--- src/rtl/dsp_agu.sv ---
module dsp_agu #(
  parameter int AW = 16
) (
  input  logic          clk,
  input  logic          rst,
  input  logic          cfg_we,
  input  logic [3:0]    cfg_sel,
  input  logic [AW-1:0] cfg_data,
  input  logic          op_valid,
  input  logic          op_single,
  input  logic          mod_en,
  input  logic          x_sel,
  input  logic [1:0]    x_upd,
  input  logic          y_sel,
  input  logic [1:0]    y_upd,
  input  logic [1:0]    s_sel,
  input  logic [1:0]    s_upd,
  input  logic          s_long,
  output logic [AW-1:0] x_addr,
  output logic [AW-1:0] y_addr,
  output logic [AW-1:0] s_addr,
  output logic          x_wb_en,
  output logic [3:0]    x_wb_reg,
  output logic [AW-1:0] x_wb_data,
  output logic          y_wb_en,
  output logic [3:0]    y_wb_reg,
  output logic [AW-1:0] y_wb_data,
  output logic          s_wb_en,
  output logic [3:0]    s_wb_reg,
  output logic [AW-1:0] s_wb_data,
  output logic          addr_err
);

  localparam logic [AW-1:0] STEP_W = AW'(2);
  localparam logic [AW-1:0] STEP_L = AW'(4);

  logic [9:2][AW-1:0] rf;
  logic [AW-1:0] xs, xe, ys, ye;

  function automatic logic [AW-1:0] wrap(input logic [AW-1:0] nv, st, en, input logic m);
    return (m && nv > en) ? st : nv;
  endfunction

  logic [AW-1:0] x_ptr, y_ptr, s_ptr, s_step, s_dec, s_eff;
  logic xy_op, s_op;

  assign xy_op = op_valid && !op_single;
  assign s_op  = op_valid && op_single;

  assign x_wb_reg  = x_sel ? 4'd5 : 4'd4;
  assign y_wb_reg  = y_sel ? 4'd7 : 4'd6;
  assign s_wb_reg  = {2'b00, s_sel} + 4'd2;
  assign x_ptr     = rf[x_wb_reg];
  assign y_ptr     = rf[y_wb_reg];
  assign s_ptr     = rf[s_wb_reg];

  assign x_addr    = {x_ptr[AW-1:1], 1'b0};
  assign y_addr    = {y_ptr[AW-1:1], 1'b0};
  assign x_wb_data = wrap((x_upd == 2'd2) ? x_ptr + rf[8] : x_ptr + STEP_W, xs, xe, mod_en);
  assign y_wb_data = wrap((y_upd == 2'd2) ? y_ptr + rf[9] : y_ptr + STEP_W, ys, ye, mod_en);
  assign x_wb_en   = xy_op && (x_upd == 2'd1 || x_upd == 2'd2);
  assign y_wb_en   = xy_op && (y_upd == 2'd1 || y_upd == 2'd2);

  assign s_step    = s_long ? STEP_L : STEP_W;
  assign s_dec     = s_ptr - s_step;
  assign s_eff     = (s_upd == 2'd3) ? s_dec : s_ptr;
  assign s_addr    = s_long ? s_eff : {s_eff[AW-1:1], 1'b0};
  assign addr_err  = s_op && s_long && (s_eff[1:0] != 2'b00);
  assign s_wb_en   = s_op && (s_upd != 2'd0) && !(s_long && s_eff[1:0] != 2'b00);
  assign s_wb_data = (s_upd == 2'd3) ? s_dec :
                     (s_upd == 2'd2) ? s_ptr + rf[8] : s_ptr + s_step;

  always_ff @(posedge clk) begin
    if (rst) begin
      rf <= '0;
      xs <= '0;
      xe <= '0;
      ys <= '0;
      ye <= '0;
    end else begin
      if (cfg_we) begin
        case (cfg_sel)
          4'd2, 4'd3, 4'd4, 4'd5, 4'd6, 4'd7, 4'd8, 4'd9: rf[cfg_sel] <= cfg_data;
          4'd10: xs <= cfg_data;
          4'd11: xe <= cfg_data;
          4'd12: ys <= cfg_data;
          4'd13: ye <= cfg_data;
          default: ;
        endcase
      end
      if (x_wb_en) rf[x_wb_reg] <= x_wb_data;
      if (y_wb_en) rf[y_wb_reg] <= y_wb_data;
      if (s_wb_en) rf[s_wb_reg] <= s_wb_data;
    end
  end

  AST_X_WB_LANDS: assert property (@(posedge clk) disable iff (rst)
    x_wb_en |=> rf[$past(x_wb_reg)] == $past(x_wb_data));
  AST_S_WB_LANDS: assert property (@(posedge clk) disable iff (rst)
    s_wb_en |=> rf[$past(s_wb_reg)] == $past(s_wb_data));
  AST_X_IN_WINDOW: assert property (@(posedge clk) disable iff (rst)
    (x_wb_en && mod_en) |-> (x_wb_data <= xe || x_wb_data == xs));
  AST_Y_IN_WINDOW: assert property (@(posedge clk) disable iff (rst)
    (y_wb_en && mod_en) |-> (y_wb_data <= ye || y_wb_data == ys));
  AST_ERR_HOLDS: assert property (@(posedge clk) disable iff (rst)
    (addr_err && !cfg_we) |=> $stable(rf));
  AST_ERR_LONG_ONLY: assert property (@(posedge clk) disable iff (rst)
    addr_err |-> (op_valid && op_single && s_long));
  AST_MODE_EXCL: assert property (@(posedge clk) disable iff (rst)
    !(s_wb_en && (x_wb_en || y_wb_en)));

endmodule

--- config.mk ---
export PLATFORM = sky130hd
export DESIGN_NAME = dsp_agu
export DESIGN_NICKNAME = d
export VERILOG_FILES = /design/src/rtl/dsp_agu.sv
export SDC_FILE = /design/constraint.sdc
export NUM_CORES = 1
export LEC_CHECK = 0
export BUFFER_PORTS_ARGS = -buffer_cell sky130_fd_sc_hd__buf_2
export CAP_MARGIN = 5
export CORE_MARGIN = 2
export CORE_UTILIZATION = 67
export CTS_BUF_LIST = sky130_fd_sc_hd__clkbuf_8
export CTS_CLUSTER_SIZE = 30
export DETAILED_ROUTE_END_ITERATION = 8
export PLACE_DENSITY = 0.89
export SLEW_MARGIN = 20
export SYNTH_ARGS = -nofsm -noshare
export SYNTH_HDL_FRONTEND = slang
export SYNTH_SLANG_ARGS = --single-unit
--- constraint.sdc ---
create_clock -name clk -period 18.5 [get_ports clk]
set_clock_uncertainty 0.2 [all_clocks]
set_input_delay 3.7 -clock clk [delete_from_list [all_inputs] [get_ports clk]]
set_output_delay 3.7 -clock clk [all_outputs]
set_load 0.02 [all_outputs]
# After elaboration in Yosys (flattened, before gate mapping)
# Index checks and enable logic that the tools add are counted.
# word_totals
wordCells,111
input_bits,37
ff_bits,192
out_inout_bits,112
# classes
order_cmp,10
addsub,8
muxes,37
eq_ne,18
reduce_logical,26
# ops
operator,n
128-bit 2-to-1 mux,8
128-bit bitwise mux,4
16-bit demux with 4-bit select,4
16-bit 2-to-1 mux,14
16-bit binary-select mux with 4-bit select,3
16-bit adder,3
"16-bit by 2-bit adder with 16-bit output, second input constant",2
16-bit > comparator,2
"4-bit == test, second input constant",6
16-bit by 3-bit adder with 16-bit output,1
"4-bit by 3-bit == test with 1-bit output, second input constant",4
16-bit by 3-bit subtractor with 16-bit output,1
1-bit logical AND,15
"3-bit by 5-bit < comparator with 1-bit output, second input constant",3
"3-bit by 1-bit greater-or-equal comparator with 1-bit output, second input constant",3
"2-bit == test, second input constant",4
"4-bit by 2-bit == test with 1-bit output, second input constant",2
2-bit AND reduction,4
8-bit OR reduction,1
"4-bit by 5-bit < comparator with 1-bit output, second input constant",1
"2-bit by 1-bit == test with 1-bit output, second input constant",2
"4-bit by 1-bit greater-or-equal comparator with 1-bit output, second input constant",1
2-bit nonzero test,2
"2-bit by 2-bit adder with 3-bit output, second input constant",1
other kinds (4),8

# Depth between registers and ports, before layout
# depth
ltp_word,16
mapped_depth,23
ltp_nobuf,19

# Worst setup path after synthesis
# Ideal clock, no wire load.
# synth_path
path_type,input port to output port
startpoint,input y_sel
endpoint,output y_wb_data[8]
path_slack_ps,5363
path_stages,22
t_arrival_ps,9237
cell_sequence,clkbuf_1 > clkbuf_1 > clkbuf_1 > mux2_2 > ha_1 > or2_2 > o32a_1 > and2_1 > a31o_2 > a211oi_1 > o21ai_0 > a211oi_1 > inv_1 > ha_1 > nand4_1 > or3_1 > a21oi_1 > or3_1 > o21ai_2 > buf_2 > mux2i_1 > inv_1
# synth_via
elab_chain_len,8
elab_cells_between_ends,9
# synth_lines
element,line,text
from (decl),14,"input logic y_sel,"
1-bit 2-to-1 mux *,51,assign y_wb_reg = y_sel ? 4'd7 : 4'd6;
16-bit binary-select mux with 4-bit select *,54,assign y_ptr = rf[y_wb_reg];
16-bit 2-to-1 mux (not written as such) *,54,
named net y_addr[5],20,"output logic [AW-1:0] y_addr,"
16-bit by 2-bit adder with 16-bit output or 16-bit adder (tied branches),60,"assign y_wb_data = wrap((y_upd == 2'd2) ? y_ptr + rf[9] : y_ptr + STEP_W, ys, ye, mod_en);"
16-bit 2-to-1 mux *,60,
16-bit > comparator,41,return (m && nv > en) ? st : nv;
1-bit logical AND,41,
16-bit 2-to-1 mux *,41,
to (decl),27,"output logic [AW-1:0] y_wb_data,"
# Mark *: on every way through the listed nets, which the timed path passes. The rest lies on a longest branch. The select of a mux whose other input is x is not followed.

# Final worst setup path
# layout_path
startpoint,input y_sel
endpoint,output y_wb_data[10]
# layout_via
elab_chain_len,8
elab_cells_between_ends,9
# layout_lines
element,line
1-bit 2-to-1 mux *,51
16-bit binary-select mux with 4-bit select *,54
16-bit 2-to-1 mux (not written as such) *,54
16-bit by 2-bit adder with 16-bit output or 16-bit adder (tied branches),60
16-bit 2-to-1 mux *,60
16-bit > comparator,41
1-bit logical AND,41
16-bit 2-to-1 mux *,41
# Every way passes the cells marked *; elsewhere a longest branch is shown, timed or not. The select of a mux whose other input is x is not followed.

==> impl_results.md <==
- Status: finished clean
- CP max FO: 28
- LEAKAGE: between 0.006 and 0.007 µW
- Post-Synth Simple-Gate Area: 0.214
- Buf/Inv on CP: 5
- CTS tree: built
- Initial drt markers: 1,611
- Switching Fraction: 0.381
- Ys async rst share: 0
- Comb power frac: 0.290
- Aggregate global-route resource usage: 0.426
- Most frequent cells in the layout: 334 x nand2_1, 192 x dfxtp_1, 165 x a21oi_1, 138 x buf_2, 96 x inv_1
- Distinct cells, synth: between 80 and 90
- Total CTS buffers: 17
- Ys flop type: dfxtp_1
- Buffers on Ports: between 100 and 150
- Setup repair bufs after CTS: 0
- Adder-cell share of the synthesized area: 0.0778
- Crit path cell chain: buf_2 -> mux2i_1 -> inv_1 -> ha_1 -> a21o_1 -> a21oi_1 -> o21ai_0 -> a31o_2 -> a211oi_1 -> o21ai_0 -> a211oi_1 -> inv_1 -> ha_1 -> nand4_1 -> or3_1 -> a21oi_1 -> or3_1 -> o21ai_4 -> mux2i_1 -> inv_1 -> buf_2
- Ports: 149
- WHS: 0.263 ns
- Worst-Margin Slew: between 1 and 1.5 ns
- Crit start category: input port
- Post-synth design cell area: 0.0144 mm²
- Max cap viols: 0
- Hpwl dp: ~36 mm
- Initial DRT Pass Iterations: 7
- Cell Count, Final, Fillers Out: 2,192
- Post-layout minimum cycle time: 13.70 ns
- Synth Instances: ~1,900
- Root Buffer: clkbuf_8
- EDFF count, synth: 0
- Pint: between 600 and 700 µW
- Initial antenna violation count: 0
- Delay-heaviest family, CP: compound AO/OA/AOI/OAI gates
- Post_cts resized: 0
- Slowest-stage cell, CP: o21ai_4
- Core area: between 0.02 and 0.025 mm²
- Post-Route WL: 49.0 mm
- CP Capture Type: output port
- Max Clock Freq: between 70 and 80 MHz
- Final period utilization: 0.741
- Clock share of power: 0.287
- CTS sink count: between 150 and 200
- Post-route ant nets: 0
- Final hold vios: 0
- Vias in the first global route: around 13,000
- Drt drc: 0
- Net count, final: 2,028
- Layout area overhead: 7.18%
- Final slew viol count: 0
- Post-Place Cells: 2,160
- Max_slew headroom: 0.236
- Diodes inserted: 0
- WP data required: ~15 ns
- Final RePlAce weighted congestion: 0.968
- Post-synthesis sequential area ratio: 0.267
- Die Width: roughly 150 µm
- Total gr overflow: 0
- Chip height: 150 µm
- Via/cell ratio: 6.65
- Via count: 14,600
- Starting Density: 0.684
- Most common cell after layout, fill and taps aside: nand2_1
- First-pass GRT wire length: between 70 and 80 mm
- Main combinational cell family by area after synthesis: compound AO/OA/AOI/OAI gates
- Clock Path Buffers: 2
- Yosys warns: 0
- DR WL/cell: 22.3 µm
- Clk slew on worst S/H paths: roughly 0.11 ns
- Post-synthesis compound-gate area fraction: 0.221
- Largest net degree at the start of global routing: between 100 and 150
- RSZ-0062 raised after global routing: false
- Post-route setup TNS: 0 ns
- Die ar.: roughly 0.023 mm²
- Arr. time, crit path: 9.80 ns
- Final Setup Violations: 0
- H-tree Lvls: 4
- Net Switching: ~390 µW
- Seq pwr share: 0.423
- Post-synthesis mux area share: 0.114
- Reg2reg setup slack: between 10 and 15 ns
- HP Class: reg2reg
- CP Class: in2out
- Flops & latches, synth: 192
- Max VDD drop: ~0.000057 V
- Cts hold-fix bufs: 0
- # rows: 53
- PD cells: slightly below 70 mW/mm²
- Avg Cell Area, Syn: a little under 8 µm²
- CP peak stage delay: roughly 0.71 ns
- Post-Synth XOR/XNOR Area: 0.0385
- Cell mode on critical path: inv_1
- Share of layout cells above drive strength 1: 0.143
- Clk_lat worst skew: 0.50 ns
==> worst paths after layout <==
kind	from	to	depth (start not counted)
setup reg to reg	rf[81]	rf[67]	19
hold reg to reg	ye[13]	ye[13]	2
hold / removal	ye[13]	ye[13]	2
setup / recovery	y_sel	y_wb_data[10]	21
==> synthesized netlist by cell type (10+ instances only) <==
| cell type | n | area share |
|---|---|---|
| inv_1 | 96 | 0.025 |
| o22ai_1 | 18 | 0.0078 |
| a21oi_1 | 165 | 0.057 |
| o21ai_0 | 61 | 0.021 |
| or3_1 | 18 | 0.0078 |
| o21a_1 | 16 | 0.0084 |
| and2_1 | 25 | 0.011 |
| a31oi_1 | 19 | 0.0083 |
| buf_2 | 11 | 0.0038 |
| ha_1 | 83 | 0.072 |
| nor2_1 | 84 | 0.022 |
| o211ai_1 | 12 | 0.0063 |
| buf_4 | 13 | 0.0068 |
| dfxtp_1 | 192 | 0.27 |
| mux2_2 | 38 | 0.030 |
| nand3b_1 | 14 | 0.0073 |
| a21o_1 | 38 | 0.020 |
| mux4_2 | 13 | 0.020 |
| nand2_1 | 334 | 0.087 |
| mux2i_1 | 82 | 0.057 |
| a211o_1 | 10 | 0.0061 |
| clkbuf_1 | 100 | 0.026 |
| nor2b_1 | 26 | 0.011 |
| nand2b_1 | 24 | 0.010 |
| nor3_1 | 26 | 0.0091 |
| nand3_1 | 46 | 0.016 |
| nand4_1 | 11 | 0.0048 |
| a211oi_1 | 76 | 0.040 |
| and3_1 | 12 | 0.0052 |
| xnor2_1 | 34 | 0.021 |
| xor2_1 | 26 | 0.016 |
==> through the flow <==
stage | total power (µW) | setup slack [ns] | cell area, µm² | utilization
floorplan | 649 | 5.36 | 14400 | -
global placement | 730 | 4.87 | 15000 | 0.713
detailed placement | 737 | 5.02 | 15000 | 0.713
CTS | 1020 | 4.98 | 15400 | 0.732
global route | 1070 | 4.30 | 15400 | 0.733
finish | 1040 | 4.80 | 15400 | 0.733
==> area by class of cell <==
| cell class | count | area [µm²] |
|---|---|---|
| multi-input cells | 1441 | 9640 |
| fillers | 1626 | 5610 |
| flip-flops and latches | 192 | 3840 |
| repair buffers | 154 | 815 |
| inverters | 98 | 368 |
| well taps | 275 | 344 |
| clock buffers | 17 | 234 |
| clock inverters | 15 | 168 |
==> worst min-delay path, delay by kind of cell (launching register included) <==
| kind | cells | cell delay (ns) |
|---|---|---|
| AO/OA/AOI/OAI | 1 | 0.05 |
| flip-flops | 1 | 0.32 |
| AND/OR/NAND/NOR | 1 | 0.05 |
==> power by group through the flow <==
stage | clock (µW) | sequential [µW] | combinational [µW]
global placement | 0 | 446 | 284
CTS | 294 | 437 | 292
floorplan | 0 | 441 | 208
detailed placement | 0 | 446 | 291
finish | 298 | 439 | 300
global route | 309 | 439 | 319
==> cells by family after synthesis <==
family / count (synthesis)
AO/OA/AOI/OAI: 491
XOR/XNOR: 61
adder cells (fa/ha/maj): 87
buffers and inverters: 233
flip-flops: 192
multiplexers: 137
other: 2
AND/OR/NAND/NOR: 656
==> metal layers <==
layer	track usage	up-vias	wire, µm	share of wire
met5	0	-	0	0
met4	0.125	0	1530	0.031
met3	0.139	121	7440	0.15
met2	0.604	1009	20000	0.41
met1	0.615	6777	20000	0.41
li1	-	6664	-	-
Power figures use the tool's default switching activity.
